[src/rtl/iop_pkg.sv]
package iop_pkg;
  parameter int unsigned ADDR_W  = 16;
  parameter int unsigned BYTE_W  = 8;
  parameter int unsigned N_PAIRS = 8;

  localparam int unsigned SEL_W = $clog2(N_PAIRS);
  localparam int unsigned BUS_W = BYTE_W * N_PAIRS;

  typedef logic [ADDR_W-1:0]  addr_t;
  typedef logic [BYTE_W-1:0]  byte_t;
  typedef logic [SEL_W-1:0]   sel_t;
  typedef logic [N_PAIRS-1:0] strb_t;
  typedef logic [BUS_W-1:0]   bus_t;

  // upper address bits compared against the fixed window
  function automatic logic window_match(addr_t a, addr_t base);
    return a[ADDR_W-1:SEL_W] == base[ADDR_W-1:SEL_W];
  endfunction

  function automatic sel_t pair_index(addr_t a);
    return a[SEL_W-1:0];
  endfunction

  // active-low one-hot strobe, all high when disabled
  function automatic strb_t strobe_n(sel_t s, logic en);
    strb_t r;
    r = '1;
    if (en) r[s] = 1'b0;
    return r;
  endfunction

  function automatic byte_t byte_of(bus_t b, sel_t s);
    return b[s*BYTE_W +: BYTE_W];
  endfunction
endpackage

[src/rtl/iop_decode.sv]
module iop_decode
  import iop_pkg::*;
#(
  parameter addr_t BASE_ADDR = 16'hCBF0
) (
  input  addr_t io_addr,
  input  logic  io_m,
  output logic  hit,
  output sel_t  sel,
  output strb_t sel_n
);
  always_comb begin
    hit   = io_m && window_match(io_addr, BASE_ADDR);
    sel   = pair_index(io_addr);
    sel_n = strobe_n(sel, hit);
  end
endmodule

[src/rtl/iop_read_path.sv]
module iop_read_path
  import iop_pkg::*;
(
  input  logic  rd_n,
  input  logic  hit,
  input  strb_t sel_n,
  input  bus_t  sw_bus,
  output byte_t data_out,
  output logic  data_oe
);
  byte_t gated [N_PAIRS];

  for (genvar k = 0; k < N_PAIRS; k++) begin : g_gate
    assign gated[k] = (!sel_n[k] && !rd_n) ? sw_bus[k*BYTE_W +: BYTE_W] : '0;
  end

  always_comb begin
    data_out = '0;
    for (int k = 0; k < N_PAIRS; k++) data_out |= gated[k];
    data_oe = hit && !rd_n;
  end
endmodule

[src/rtl/iop_write_capture.sv]
module iop_write_capture
  import iop_pkg::*;
(
  input  logic  clk,
  input  logic  rst_n,
  input  logic  wr_n,
  input  logic  hit,
  input  sel_t  sel,
  input  byte_t data_in,
  output logic  wr_rise,
  output logic  commit,
  output sel_t  commit_sel,
  output byte_t commit_data
);
  logic  wr_n_q;
  logic  cap_hit;
  sel_t  cap_sel;
  byte_t cap_data;

  always_ff @(posedge clk or negedge rst_n) begin
    if (!rst_n) begin
      wr_n_q   <= 1'b1;
      cap_hit  <= 1'b0;
      cap_sel  <= '0;
      cap_data <= '0;
    end else begin
      wr_n_q <= wr_n;
      if (!wr_n) begin
        cap_hit  <= hit;
        cap_sel  <= sel;
        cap_data <= data_in;
      end
    end
  end

  always_comb begin
    wr_rise     = wr_n && !wr_n_q;
    commit      = wr_rise && cap_hit;
    commit_sel  = cap_sel;
    commit_data = cap_data;
  end
endmodule

[src/rtl/iop_led_bank.sv]
module iop_led_bank
  import iop_pkg::*;
(
  input  logic  clk,
  input  logic  rst_n,
  input  logic  commit,
  input  sel_t  commit_sel,
  input  byte_t commit_data,
  output bus_t  led_out
);
  strb_t load;
  assign load = ~strobe_n(commit_sel, commit);

  for (genvar k = 0; k < N_PAIRS; k++) begin : g_byte
    byte_t q;
    always_ff @(posedge clk or negedge rst_n) begin
      if (!rst_n)       q <= '0;
      else if (load[k]) q <= commit_data;
    end
    assign led_out[k*BYTE_W +: BYTE_W] = q;
  end
endmodule

[src/rtl/iop_port_bank.sv]
module iop_port_bank
  import iop_pkg::*;
#(
  parameter logic [15:0] BASE_ADDR = 16'hCBF0
) (
  input  logic        clk,
  input  logic        rst_n,
  input  logic [15:0] io_addr,
  input  logic        io_m,
  input  logic        rd_n,
  input  logic        wr_n,
  input  logic [7:0]  data_in,
  output logic [7:0]  data_out,
  output logic        data_oe,
  input  logic [63:0] sw_in,
  output logic [63:0] led_out
);
  logic  hit;
  sel_t  sel;
  strb_t sel_n;
  logic  wr_rise;
  logic  commit;
  sel_t  commit_sel;
  byte_t commit_data;

  iop_decode #(.BASE_ADDR(BASE_ADDR)) u_dec (
    .io_addr(io_addr), .io_m(io_m), .hit(hit), .sel(sel), .sel_n(sel_n)
  );

  iop_read_path u_rd (
    .rd_n(rd_n), .hit(hit), .sel_n(sel_n), .sw_bus(sw_in),
    .data_out(data_out), .data_oe(data_oe)
  );

  iop_write_capture u_wr (
    .clk(clk), .rst_n(rst_n), .wr_n(wr_n), .hit(hit), .sel(sel),
    .data_in(data_in), .wr_rise(wr_rise), .commit(commit),
    .commit_sel(commit_sel), .commit_data(commit_data)
  );

  iop_led_bank u_led (
    .clk(clk), .rst_n(rst_n), .commit(commit), .commit_sel(commit_sel),
    .commit_data(commit_data), .led_out(led_out)
  );
endmodule

[config.mk]
export PLATFORM = sky130hd
export DESIGN_NAME = iop_port_bank
export DESIGN_NICKNAME = d
export VERILOG_FILES = /design/src/rtl/iop_pkg.sv /design/src/rtl/iop_decode.sv /design/src/rtl/iop_read_path.sv /design/src/rtl/iop_write_capture.sv /design/src/rtl/iop_led_bank.sv /design/src/rtl/iop_port_bank.sv
export SDC_FILE = /design/constraint.sdc
export NUM_CORES = 1
export LEC_CHECK = 0
export BUFFER_PORTS_ARGS = -buffer_cell sky130_fd_sc_hd__buf_2
export CAP_MARGIN = 20
export CORE_MARGIN = 2
export CORE_UTILIZATION = 40
export CTS_CLUSTER_SIZE = 24
export DETAILED_ROUTE_END_ITERATION = 8
export PLACE_DENSITY = 0.73
export REMOVE_ABC_BUFFERS = 1
export SYNTH_ARGS = -nofsm -noshare
export SYNTH_HDL_FRONTEND = slang
export SYNTH_SLANG_ARGS = --single-unit
[constraint.sdc]
create_clock -name clk -period 2.2 [get_ports clk]
set_input_delay 0.22 -clock clk [delete_from_list [all_inputs] [get_ports clk]]
set_output_delay 0.22 -clock clk [all_outputs]
set_load 0.005 [all_outputs]
Yosys cells after proc, flatten, opt, wreduce, memory -nomap -nowiden:

Cells that the tools add are included.

* input bits: 93
* flip-flop bits (word level): 77
* word-level logic and storage cells: 65
* output and inout bits: 73

* order comparisons: 4
* reduce and logical (&&, ||, !) cells: 24
* bitwise operators: 10
* equal/unequal tests: 1
* multiplexer cells: 14

Operators with widths (count)
* $mux W8: 10
* $or A8 B8 Y8: 7
* $not A8 Y8: 3
* $logic_and A1 B1 Y1: 14
* $eq A13 B13 Y1 const B: 1
* $logic_not A1 Y1: 10
* $lt A3 B4 Y1 const B: 2
* $demux W1 S3: 2
* $ge A3 B1 Y1 const B: 2
* $mux W1: 2

Longest topological paths before layout:

Gate-level depths: netlist (run 1).

* depth after elaboration: 16
* depth in mapped cells: 5
* mapped depth without buffers: 3

Cells and area by module:

A second synthesis (run 1) with hierarchy kept.

* cell total of the unflattened synthesis: 244
* area, all modules: 3530.9 µm²

Modules (own cells, without submodules)
* iop_led_bank: cells an instance 143, times used 1, sequential area each 1601.5 µm², area each 2452.4 µm²
* iop_write_capture: cells an instance 28, times used 1, sequential area each 326.6 µm², area each 518.0 µm²
* iop_read_path: cells an instance 50, times used 1, sequential area each 0.0 µm², area each 351.6 µm²
* iop_decode: cells an instance 23, times used 1, sequential area each 0.0 µm², area each 209.0 µm²

Least setup slack after synthesis (run 1):

No wires, ideal clock.

* path kind: register to register
* start point: register u_wr.cap_sel[0] (netlist: u_wr.commit_sel[0])
* end point: register u_led.g_byte[6].q[0]
* required time: 2075 ps
* stages on the path, launching flop included: 5
* buffers on the path: 1
* setup slack: 703 ps
* data arrival time: 1373 ps
* clock period less this slack: 1497 ps
* library setup time: 125 ps
* path through: dfrtp_1 -> and4bb_2 -> nor2b_1 -> buf_2 -> mux2_2

* longest elaborated chain between the ends: 7
* elaborated cells between the ends (all ways): 8
* classes of those cells: 2 x order compare; 3 x mux; 2 x bitwise; 1 x reduce/logical

RTL lines
* start: declaration: line iop_write_capture.sv:17 `sel_t cap_sel;`
* start signal: assignment: line iop_write_capture.sv:30 `cap_sel <= sel;`
* $lt A3 B4 Y1 (implied by the code) or $ge A3 B1 Y1 (tied branches): line iop_pkg.sv:28 `if (en) r[s] = 1'b0;`
* $logic_and A1 B1 Y1 (implied by the code): line iop_pkg.sv:28
* $mux W1 (implied by the code): line iop_pkg.sv:28
* $demux W1 S3 *
* $not A8 Y8 (no line) *
* $mux W8 *: line iop_pkg.sv:28
* $not A8 Y8 *: line iop_led_bank.sv:12 `assign load = ~strobe_n(commit_sel, commit);`
* end signal: assignment: line iop_led_bank.sv:18 `else if (load[k]) q <= commit_data;`
* end: declaration: line iop_led_bank.sv:15 `byte_t q;`

Every way passes the cells marked *; elsewhere a longest branch is shown, timed or not.
A chain may end at the register's enable or synchronous reset.

Worst setup path in the final report (run 1):

* start point: input port io_addr[0]
* end point: output port data_out[6]

* longest elaborated chain between the ends: 16
* elaborated cells between the ends (all ways): 38
* classes of those cells: 2 x order compare; 11 x mux; 8 x bitwise; 17 x reduce/logical

RTL lines
* start: declaration: line iop_port_bank.sv:8 `input logic [15:0] io_addr,`
* $lt A3 B4 Y1 (implied by the code) or $ge A3 B1 Y1 (tied branches): line iop_pkg.sv:28
* $logic_and A1 B1 Y1 (implied by the code): line iop_pkg.sv:28
* $mux W1 (implied by the code): line iop_pkg.sv:28
* $demux W1 S3 *
* $not A8 Y8 (no line) *
* $mux W8 *: line iop_pkg.sv:28
* $logic_not A1 Y1: line iop_read_path.sv:14 `assign gated[k] = (!sel_n[k] && !rd_n) ? sw_bus[k*BYTE_W +: BYTE_W] : '0;`
* $logic_and A1 B1 Y1: line iop_read_path.sv:14
* $mux W8: line iop_read_path.sv:14
* $or A8 B8 Y8 (6 in series): line iop_read_path.sv:19 `for (int k = 0; k < N_PAIRS; k++) data_out |= gated[k];`
* $or A8 B8 Y8 *: line iop_read_path.sv:19
* end: declaration: line iop_port_bank.sv:13 `output logic [7:0] data_out,`

Marks and branches as above.

==> results of run 1 <==
through the flow:
| step | util | setup slack, ns | std cells | total power [mW] |
|---|---|---|---|---|
| finish | 0.5465 | 0.5015 | 527 | 2.887 |
| global route | 0.5465 | 0.4253 | 527 | 3.005 |
| CTS | 0.5465 | 0.5065 | 527 | 2.913 |
| detailed placement | 0.5204 | 0.5104 | 510 | 1.771 |
| global placement | 0.5204 | 0.5503 | 510 | 1.768 |
| floorplan | - | 0.5160 | 231 | 1.583 |
worst min-delay path by stage:
stage | startpoint | end | depth (start not counted)
6_report | data_in[5] | u_wr.commit_data[5] | 2
5_1_grt | data_in[3] | u_wr.commit_data[3] | 2
4_1_cts | data_in[5] | u_wr.commit_data[5] | 2
2_1_floorplan | rst_n | u_led.g_byte[0].q[0] | 0
3_5_place_dp | rst_n | u_led.g_byte[1].q[3] | 1
3_3_place_gp | rst_n | u_led.g_byte[1].q[2] | 1
per-layer routing:
metal | up-vias | GRT usage | routed length (um)
met1 | 1280 | 0.2254 | 3602
met5 | - | 0 | 0
li1 | 1247 | - | -
met3 | 18 | 0.04223 | 592
met4 | 0 | 0.08440 | 260
met2 | 140 | 0.3214 | 4340
registers in the layout, indices dropped and copies added, names as in the netlist:
name / count
u_wr.commit_data: 8
u_wr.cap_hit: 1
u_led.g_byte.q: 64
u_wr.commit_sel: 3
u_wr.wr_n_q: 1
cell families after synthesis:
| group | count (synthesis) | share of synthesized area |
|---|---|---|
| simple gates | 22 | 0.05910 |
| compound gates | 24 | 0.04530 |
| buf+inv | 12 | 0.01769 |
| mux | 108 | 0.3326 |
| flops | 77 | 0.5453 |
layout make-up:
type / count / area (sq um) / area share
Timing Repair Buffer: 172 / 895.9 / 0.1898
Tap cell: 108 / 135.1 / 0.02863
Clock buffer: 10 / 127.6 / 0.02704
Clock inverter: 6 / 87.58 / 0.01856
Sequential cell: 77 / 1928 / 0.4085
Multi-Input combinational cell: 154 / 1545 / 0.3274
cells in the final DEF, fill, tap and decap left out, drive strengths merged:
| cell type | synthesis | layout |
|---|---|---|
| nor2 | 2 | 2 |
| nand2b | 2 | 2 |
| and4bb | 1 | 1 |
| nand4b | 4 | 4 |
| mux2i | 32 | 32 |
| mux2 | 76 | 76 |
| nand3b | 3 | 3 |
| clkinv | 0 | 4 |
| nor4 | 1 | 1 |
| nor3b | 2 | 2 |
| or3b | 2 | 2 |
| buf | 8 | 171 |
| bufinv | 0 | 2 |
| or3 | 1 | 1 |
| nand2 | 2 | 2 |
| clkbuf | 4 | 10 |
| dfrtp | 76 | 76 |
| nor2b | 2 | 2 |
| o21a | 8 | 8 |
| o22ai | 16 | 16 |
| dlygate4sd3 | 0 | 1 |
| dfstp | 1 | 1 |
power breakdown:
part,leakage (nW),total (mW),switching [mW],internal [mW]
sequential,1.05,1.50,0.0613,1.44
combinational,1.53,0.243,0.112,0.131
clock,0.110,1.15,0.508,0.639
==> impl_metrics.csv, run 1 <==
group,metric,value,unit
synth,ys_types,27,
clock_network,cts.clk_slew.worst_paths,0.08,ns
worst_setup_path,crit_required,1.98,ns
clock_network,cts_buffers,9,
worst_setup_path,path_max_fanout,11,
worst_setup_path,crit_end,"data_out[6]",
clock_network,cts-root-buf,"clkbuf_8",
grt,grt_pass1_vias,2778,
worst_setup_path,critPathBufInv,2,
clock_network,hold_buffers,1,
placed_design,dpl.hpwl,6803,um
hold_path,hp-class,"input pin to register",
clock_network,cts_tree,"yes",
floorplan,die_y,98.02,um
worst_setup_path,critPathSlowestCell,"or3b_1",
sta,clock.fmax,588.8,MHz
grt,grt_max_degree,44,
flow_run,max_cap_viol_count,0,
worst_setup_path,crit_type,"input pin to primary output",
clock_network,clock_path_buffers,2,
routing,drtIter0Drc,70,
routing,drt-total-wl,8796,um
synth,synth_commonest_cells,"76 x dfrtp_1, 75 x mux2_2, 32 x mux2i_1, 16 x o22ai_1, 8 x o21a_1",
clock_network,clk_latency,0.35,ns
sta,clock_skew,0.01363,ns
synth,synth_top_area_frac,0.5379,
sta,tns,0,ns
worst_setup_path,critical_path.startpoint,"io_addr[0]",
sta,finalSetupViolations,0,
worst_setup_path,cp_cell_sequence,"buf_2 > or3b_1 > o22ai_1 > o21a_1 > buf_2",
synth,yosysMostFrequentCell,"dfrtp_1",
grt,overflow,0,
routing,drtPass1Iterations,4,
synth,synth_area_leaders,"dfrtp_1 54%, mux2_2 24%, mux2i_1 9.1%",
routing,vias,2685,
synth,ys.flop_type,"dfrtp_1",
floorplan,die_w,98.02,um
worst_setup_path,startpoint_type,"input pin",
worst_setup_path,worstReg2RegStart,"u_wr.commit_sel[0]",
pwr,p_per_area,611.7,nW/um^2
synth,yosysSeqAreaShare,0.5453,
layout,antenna_cells,0,
pwr,power_leakage,2.684,nW
floorplan,initial_core_util,0.4094,
worst_setup_path,worstRegToRegCells,4,
floorplan,pin_count,166,
placed_design,postPlaceCellArea,4494,sq um
layout,final_nets,507,
routing,vias_per_cell,5.095,
worst_setup_path,cpMostUsedCell,"buf_2",
routing,post_drt_wl_per_cell,16.69,um
synth,netlist_area,3536,sq um
sta,whs,0.09771,ns
worst_setup_path,arrival,1.48,ns
synth,synthCells,243,
floorplan,fp-row-count,34,
routing,ant_nets,0,
worst_setup_path,path_depth,5,
synth,ys_warn_count,0,
layout,drive_above_1_share,0.6468,
layout,n_fill_cell,743,
clock_network,clock-sinks,77,
sta,slew_headroom,0.7032,
sta,tightest_slew,0.4448,ns
grt,grt_pass1_wl,13970,um
synth,synth.avg_cell_area,14.55,sq um
synth,synth_edf_count,0,
status,outcome,"finished clean",
worst_setup_path,crit_path_end_kind,"primary output",
sta,finalCritPeriodShare,0.7720,
worst_setup_path,rrSetupSlack,0.62,ns
sta,grt_setup_unrepaired,"false",
synth,synth_top_area_cell,"dfrtp_1",
placed_design,place_congestion,0.9158,
grt,grt_usage,0.1875,
worst_setup_path,r2r_end,"u_led.g_byte[6].q[4]",
layout,area_growth_syn_to_layout,33.47,%
sta,maxSlewViolCount,0,
clock_network,postCtsSetupRepairBufs,0,
clock_network,cts-resized-gates,0,
clock_network,cts_max_level,3,
sta,fin_crit,1.698,ns
worst_setup_path,cp_slowest_stage_delay,0.51,ns
floorplan,die_area,9608,sq um
placed_design,io_buffer_count,165,
synth,ys_ff_latch,77,
floorplan,core_area,8636,sq um
worst_setup_path,critPathTopFamily,"simple AND/OR/NAND/NOR gates",
routing,drc,0,
synth,synthArstFlopShare,1.000,
grt,antenna_found_initial,0,
pwr,peakVddDrop,0.2898,mV
sta,finalHoldViolCount,0,
layout,fin_area,4720,sq um
No activity file was read; power rests on OpenSTA's default activity.
==> run 2: changes to the inputs <==
- ABC_AREA: unset -> 1
- PLACE_DENSITY: 0.73 -> 0.72
- clock period: 2.2 -> 1.6 ns (I/O delays scaled with it)
==> run 2 against run 1 <==
Compared with the run above: final cell count rose by 37%; area after synthesis rose by 6.3%; global-route usage rose by 2.0 points; clock-buffer cell count grew 3; synthesized cell count increased by 74%; sequential power rose by 33%; power is 27% higher; critical path type unchanged; critical endpoint is now data_out[2].
==> impl_metrics.csv, run 2 <==
group,metric,value,unit
status,outcome,"finished clean",
worst_setup_path,path_max_fanout,7,
worst_setup_path,arrival,1.40,ns
sta,grt_setup_unrepaired,"true",
sta,slew_headroom,0.6683,
pwr,peakVddDrop,0.4481,mV
synth,synth_mux_area_frac,0,
pwr,p_per_area,717.0,nW/um^2
placed_design,dpl.hpwl,8090,um
routing,drtPass1Iterations,5,
synth,ys_warn_count,0,
synth,synth_commonest_cells,"125 x nand2_1, 76 x dfrtp_1, 63 x o21ai_1, 56 x nand4_1, 21 x nor2_1",
synth,yosys.area_share.xor_xnor,0,
synth,synth_area_leaders,"dfrtp_1 51%, nand2_1 12%, nand4_1 9.3%",
sta,clock_skew,0.01140,ns
synth,ys_ff_latch,77,
synth,synth_top_area_frac,0.5060,
layout,final_util,0.5574,
layout,n_fill_cell,836,
layout,multi_input_area,1639,sq um
clock_network,clock_path_buffers,2,
sta,finalHoldViolCount,0,
sta,finalCritPeriodShare,0.9773,
worst_setup_path,crit_type,"input pin to primary output",
synth,yosysSeqAreaShare,0.5130,
routing,ant_nets,0,
grt,antenna_found_initial,0,
sta,tns,0,ns
synth,yosysMostFrequentCell,"nand2_1",
layout,drive_above_1_share,0.3902,
synth,synth-simple-area-share,0.3259,
placed_design,pre_cts_ws,0.1076,ns
clock_network,clk_latency,0.34,ns
sta,fin_crit,1.564,ns
synth,netlist_area,3759,sq um
floorplan,die_w,100.9,um
floorplan,core_area,9196,sq um
floorplan,die_y,100.9,um
pwr,power_leakage,2.785,nW
worst_setup_path,crit_required,1.44,ns
sta,maxSlewViolCount,0,
synth,ys_types,21,
synth,synthArstFlopShare,1.000,
synth,synth_edf_count,0,
floorplan,fp-row-count,35,
layout,area_growth_syn_to_layout,36.38,%
routing,vias_per_cell,5.320,
synth,ys.flop_type,"dfrtp_1",
grt,grt_pass1_wl,16380,um
hold_path,hp-class,"input pin to register",
routing,drt-total-wl,11330,um
layout,largest_reg_flops,64,
synth,synthCells,422,
layout,seqCellArea,1928,sq um
layout,final_cell_mix,"162 x buf_2, 123 x nand2_1, 76 x dfrtp_1",
clock_network,cts_buffers,9,
sta,clock.fmax,639.5,MHz
worst_setup_path,startpoint_type,"input pin",
clock_network,cts.clk_slew.worst_paths,0.08,ns
clock_network,cts_max_level,3,
routing,vias,3836,
sta,tightest_slew,0.4975,ns
floorplan,pin_count,166,
clock_network,cts-root-buf,"clkbuf_8",
sta,finalSetupViolations,0,
worst_setup_path,cp_cell_sequence,"buf_6 > inv_2 > nand2_1 > nor2_1 > nand2_2 > nor2_4 > buf_12 > clkbuf_16 > nand4_1 > nand2_1 > nor2_2 > nand2_1 > buf_2",
floorplan,die_area,10190,sq um
grt,grt_pass1_vias,3366,
layout,final_nets,698,
layout,antenna_cells,0,
worst_setup_path,cp_slowest_stage_delay,0.16,ns
sta,layout_setup_ws,0.03633,ns
layout,final_common_cell,"buf_2",
worst_setup_path,critPathSlowestCell,"nor2_4",
routing,post_drt_wl_per_cell,15.72,um
floorplan,initial_core_util,0.4087,
placed_design,place_congestion,0.8310,
layout,regMostFlops,"u_led.g_byte.q",
routing,drc,0,
worst_setup_path,crit_path_end_kind,"primary output",
routing,drtIter0Drc,172,
clock_network,cts_tree,"yes",
grt,overflow,0,
placed_design,io_buffer_count,165,
synth,synth.avg_cell_area,8.907,sq um
synth,synth_top_family_by_area,"simple AND/OR/NAND/NOR gates",
synth,synth_compound_area_frac,0.1009,
worst_setup_path,cpMostUsedCell,"nand2_1",
grt,grt_max_degree,42,
grt,grt_usage,0.2071,
clock_network,clock-sinks,77,
synth,synth_top_area_cell,"dfrtp_1",
synth,yosys.area_share.adder,0,
flow_run,max_cap_viol_count,0,
run 2: per-stage QoR:
step                      cell area [sq um]  total power, mW  hold WS, ns  instances
after floorplan                        3607            2.157      -0.1356        401
after global placement                 4740            2.407      0.08086        693
after detailed placement               4740            2.418      0.09129        693
after CTS                              4930            3.699      0.02084        711
after global routing                   5126            3.819      0.02981        721
final                                  5126            3.676      0.03162        721
run 2: layer usage:
| layer | wire length, um | track usage | vias up | part of all wire |
|---|---|---|---|---|
| met5 | 0 | 0 | - | 0 |
| met4 | 595 | 0.1227 | 0 | 0.052 |
| met3 | 859 | 0.03398 | 41 | 0.076 |
| met2 | 5497 | 0.3451 | 213 | 0.49 |
| met1 | 4382 | 0.2524 | 1748 | 0.39 |
| li1 | - | - | 1834 | - |
run 2: area by class of cell:
cell class                 instances  area share
tap                              111     0.02709
sequential                        77      0.3761
clock inverter                     3    0.004149
inverter                          20     0.01464
timing repair buffer             192      0.2292
clock buffer                      13     0.02905
multi-input combinational        305      0.3197
run 2: worst max-delay path: cells and delay by family:
kind,cells,cell delay [ns]
buf+inv,5,0.53
simple gates,8,0.70
run 2: cells by family (layout without fill, tap and decap cells):
family / after synthesis / after routing
DFF: 77 / 77
AOI/OAI and AO/OA: 75 / 75
and+or+nand+nor: 229 / 230
buffers and inverters: 41 / 228
run 2: worst paths after layout:
| kind | from | to | slack, ns | cells after the start |
|---|---|---|---|---|
| hold / removal | data_in[1] | u_wr.commit_data[1] | 0.03 | 3 |
| setup / recovery | io_addr[13] | data_out[2] | 0.04 | 13 |
| max in group asynchronous | rst_n | u_led.g_byte[6].q[2] | 0.80 | 3 |
| setup reg to reg | u_wr.commit_sel[0] | u_led.g_byte[6].q[3] | 0.18 | 4 |
| hold reg to reg | u_led.g_byte[2].q[5] | u_led.g_byte[2].q[5] | 0.49 | 2 |
| min in group asynchronous | rst_n | u_led.g_byte[0].q[4] | 0.27 | 2 |
run 2: where the power goes:
part | leakage, nW | switching, mW | internal [mW] | total [mW]
Combinational | 1.65 | 0.262 | 0.136 | 0.398
Clock | 0.0836 | 0.675 | 0.608 | 1.28
Sequential | 1.05 | 0.0233 | 1.97 | 1.99
run 2: timing repair:
item / CTS / global route
buffers inserted: 0 / 3
setup endpoints to repair: 0 / 50
resized for setup: 0 / 11
hold buffers: 2 / 0
endpoints found under the hold margin: 24 / 0
==> run 3: changes to the inputs <==
- CORE_ASPECT_RATIO: unset -> 1.1
==> run 3 against run 2 <==
Compared with the run above: final cell count is 0.97% higher; utilization is 0.31 points lower; via count is 0.86% lower; setup slack worse by 0.0048 ns; combinational power hardly changed; critical path depth stayed put; power is 4.1% higher; clock-buffer cell count is 1 lower; routed wire length is 0.54% higher; cell area is 0.12% higher; clock skew is 0.0037 ns lower; largest power group unchanged; highest routed layer unchanged.
==> impl_metrics.csv, run 3 (synthesis gave the netlist of run 2 again) <==
group,metric,value,unit
sta,finalCritPeriodShare,0.9803,
sta,layout_setup_ws,0.03151,ns
layout,final_common_cell,"buf_2",
floorplan,die_y,105.7,um
routing,vias,3803,
sta,maxSlewViolCount,0,
grt,grt_max_degree,58,
pwr,p_per_area,745.8,nW/um^2
worst_setup_path,startpoint_type,"input pin",
worst_setup_path,crit_end,"data_out[5]",
floorplan,fp-row-count,37,
hold_path,min_path_cells,3,
grt,grt_usage,0.2136,
clock_network,cts_buffers,9,
floorplan,die_area,10190,sq um
floorplan,pin_count,166,
grt,antenna_found_initial,0,
flow_run,max_cap_viol_count,0,
worst_setup_path,worstRegToRegCells,4,
routing,drtIter0Drc,207,
sta,fin_crit,1.568,ns
grt,overflow,0,
clock_network,cts-root-buf,"clkbuf_8",
placed_design,postPlaceCellArea,4727,sq um
clock_network,clock_path_buffers,2,
routing,drtPass1Iterations,7,
pwr,peakVddDrop,0.3264,mV
layout,area_growth_syn_to_layout,36.55,%
floorplan,die_w,96.43,um
layout,antenna_cells,0,
pwr,power_leakage,2.792,nW
clock_network,clk_latency,0.35,ns
layout,final_nets,699,
placed_design,dpl.hpwl,8114,um
worst_setup_path,worstReg2RegStart,"u_wr.commit_sel[0]",
clock_network,cts_max_level,3,
routing,drt-total-wl,11400,um
layout,final_util,0.5543,
routing,post_drt_wl_per_cell,15.65,um
routing,vias_per_cell,5.224,
sta,tightest_slew,0.5016,ns
floorplan,initial_core_util,0.4059,
sta,clock_skew,0.007661,ns
layout,regMostFlops,"u_led.g_byte.q",
layout,final_cell_mix,"164 x buf_2, 124 x nand2_1, 76 x dfrtp_1",
clock_network,clock-sinks,77,
placed_design,place_congestion,0.8212,
worst_setup_path,crit_type,"input pin to primary output",
sta,slew_headroom,0.6638,
worst_setup_path,path_max_fanout,14,
placed_design,io_buffer_count,165,
worst_setup_path,crit_path_end_kind,"primary output",
grt,grt_pass1_wl,16690,um
routing,drc,0,
worst_setup_path,arrival,1.41,ns
floorplan,core_area,9259,sq um
worst_setup_path,rrSetupSlack,0.19,ns
sta,finalHoldViolCount,0,
layout,fin_area,5132,sq um
worst_setup_path,critical_path.startpoint,"io_addr[10]",
clock_network,cts.clk_slew.worst_paths,0.07,ns
routing,ant_nets,0,
grt,grt_pass1_vias,3411,
layout,drive_above_1_share,0.3781,
sta,finalSetupViolations,0,
placed_design,pre_cts_ws,0.1098,ns
layout,largest_reg_flops,64,
worst_setup_path,r2r_end,"u_led.g_byte[2].q[2]",
sta,clock.fmax,637.6,MHz
hold_path,hp-class,"input pin to register",
status,outcome,"finished clean",
worst_setup_path,crit_required,1.44,ns
clock_network,cts_tree,"yes",
run 3: cell count changes in the layout (fill, tap and decap cells not counted), sizes merged:
cell	before	now
buf	186	185
dlygate4sd3	2	5
clkbuf	17	15
bufinv	0	1
run 3: critical path, cell delays in order:
cell and delay [ns]:
buf_2 0.09, inv_1 0.05, nand2_1 0.04, nor2_1 0.12
nand2_2 0.09, nor2_4 0.13, buf_12 0.14, buf_6 0.17
nand4_1 0.11, nand2_1 0.08, nor2_1 0.05, nand2_1 0.06
buf_2 0.11
run 3: how the worst min path moves through the flow:
stage	startpoint	to	slack (ns)
floorplan	rst_n	u_led.g_byte[0].q[0]	-0.14
global placement	rst_n	u_led.g_byte[2].q[4]	0.12
detailed placement	rst_n	u_led.g_byte[2].q[4]	0.13
CTS	data_in[6]	u_wr.commit_data[6]	0.003
global route	data_in[6]	u_wr.commit_data[6]	0.02
finish	data_in[6]	u_wr.commit_data[6]	0.04
run 3: power breakdown:
| part | internal, mW | switching [mW] |
|---|---|---|
| Clock | 0.759 | 0.679 |
| Combinational | 0.135 | 0.264 |
| Sequential | 1.97 | 0.0195 |
run 3: layout make-up:
| type | instances | area, sq um |
|---|---|---|
| Fill cell | 883 | 4126 |
| Sequential cell | 77 | 1928 |
| Multi-Input combinational cell | 305 | 1629 |
| Timing Repair Buffer | 193 | 1161 |
| Tap cell | 117 | 146.4 |
| Clock buffer | 12 | 145.1 |
| Inverter | 20 | 75.07 |
| Clock inverter | 4 | 47.55 |
run 3: metal layers:
layer  part of all wire  track usage  vias to the layer above
met5                  0            0                        -
met4              0.032      0.09256                        0
met3              0.075      0.04503                       24
met2               0.49       0.3537                      190
met1               0.40       0.2652                     1750
li1                   -            -                     1839
run 3: repair_timing:
action	CTS	global route
buffers inserted	0	3
endpoints found under the setup margin	0	27
gates resized for setup	0	2
hold endpoints to repair	33	0
hold buffers	5	0
run 3: through the flow:
stage               hold WS, ns  setup TNS [ns]  std cells  total power [mW]
finish                  0.03510               0        728             3.828
global route            0.02323         -0.1790        728             3.996
CTS                    0.002729               0        719             3.865
detailed placement       0.1319               0        698             2.414
global placement         0.1187               0        698             2.404
floorplan               -0.1356          -9.175        401             2.157
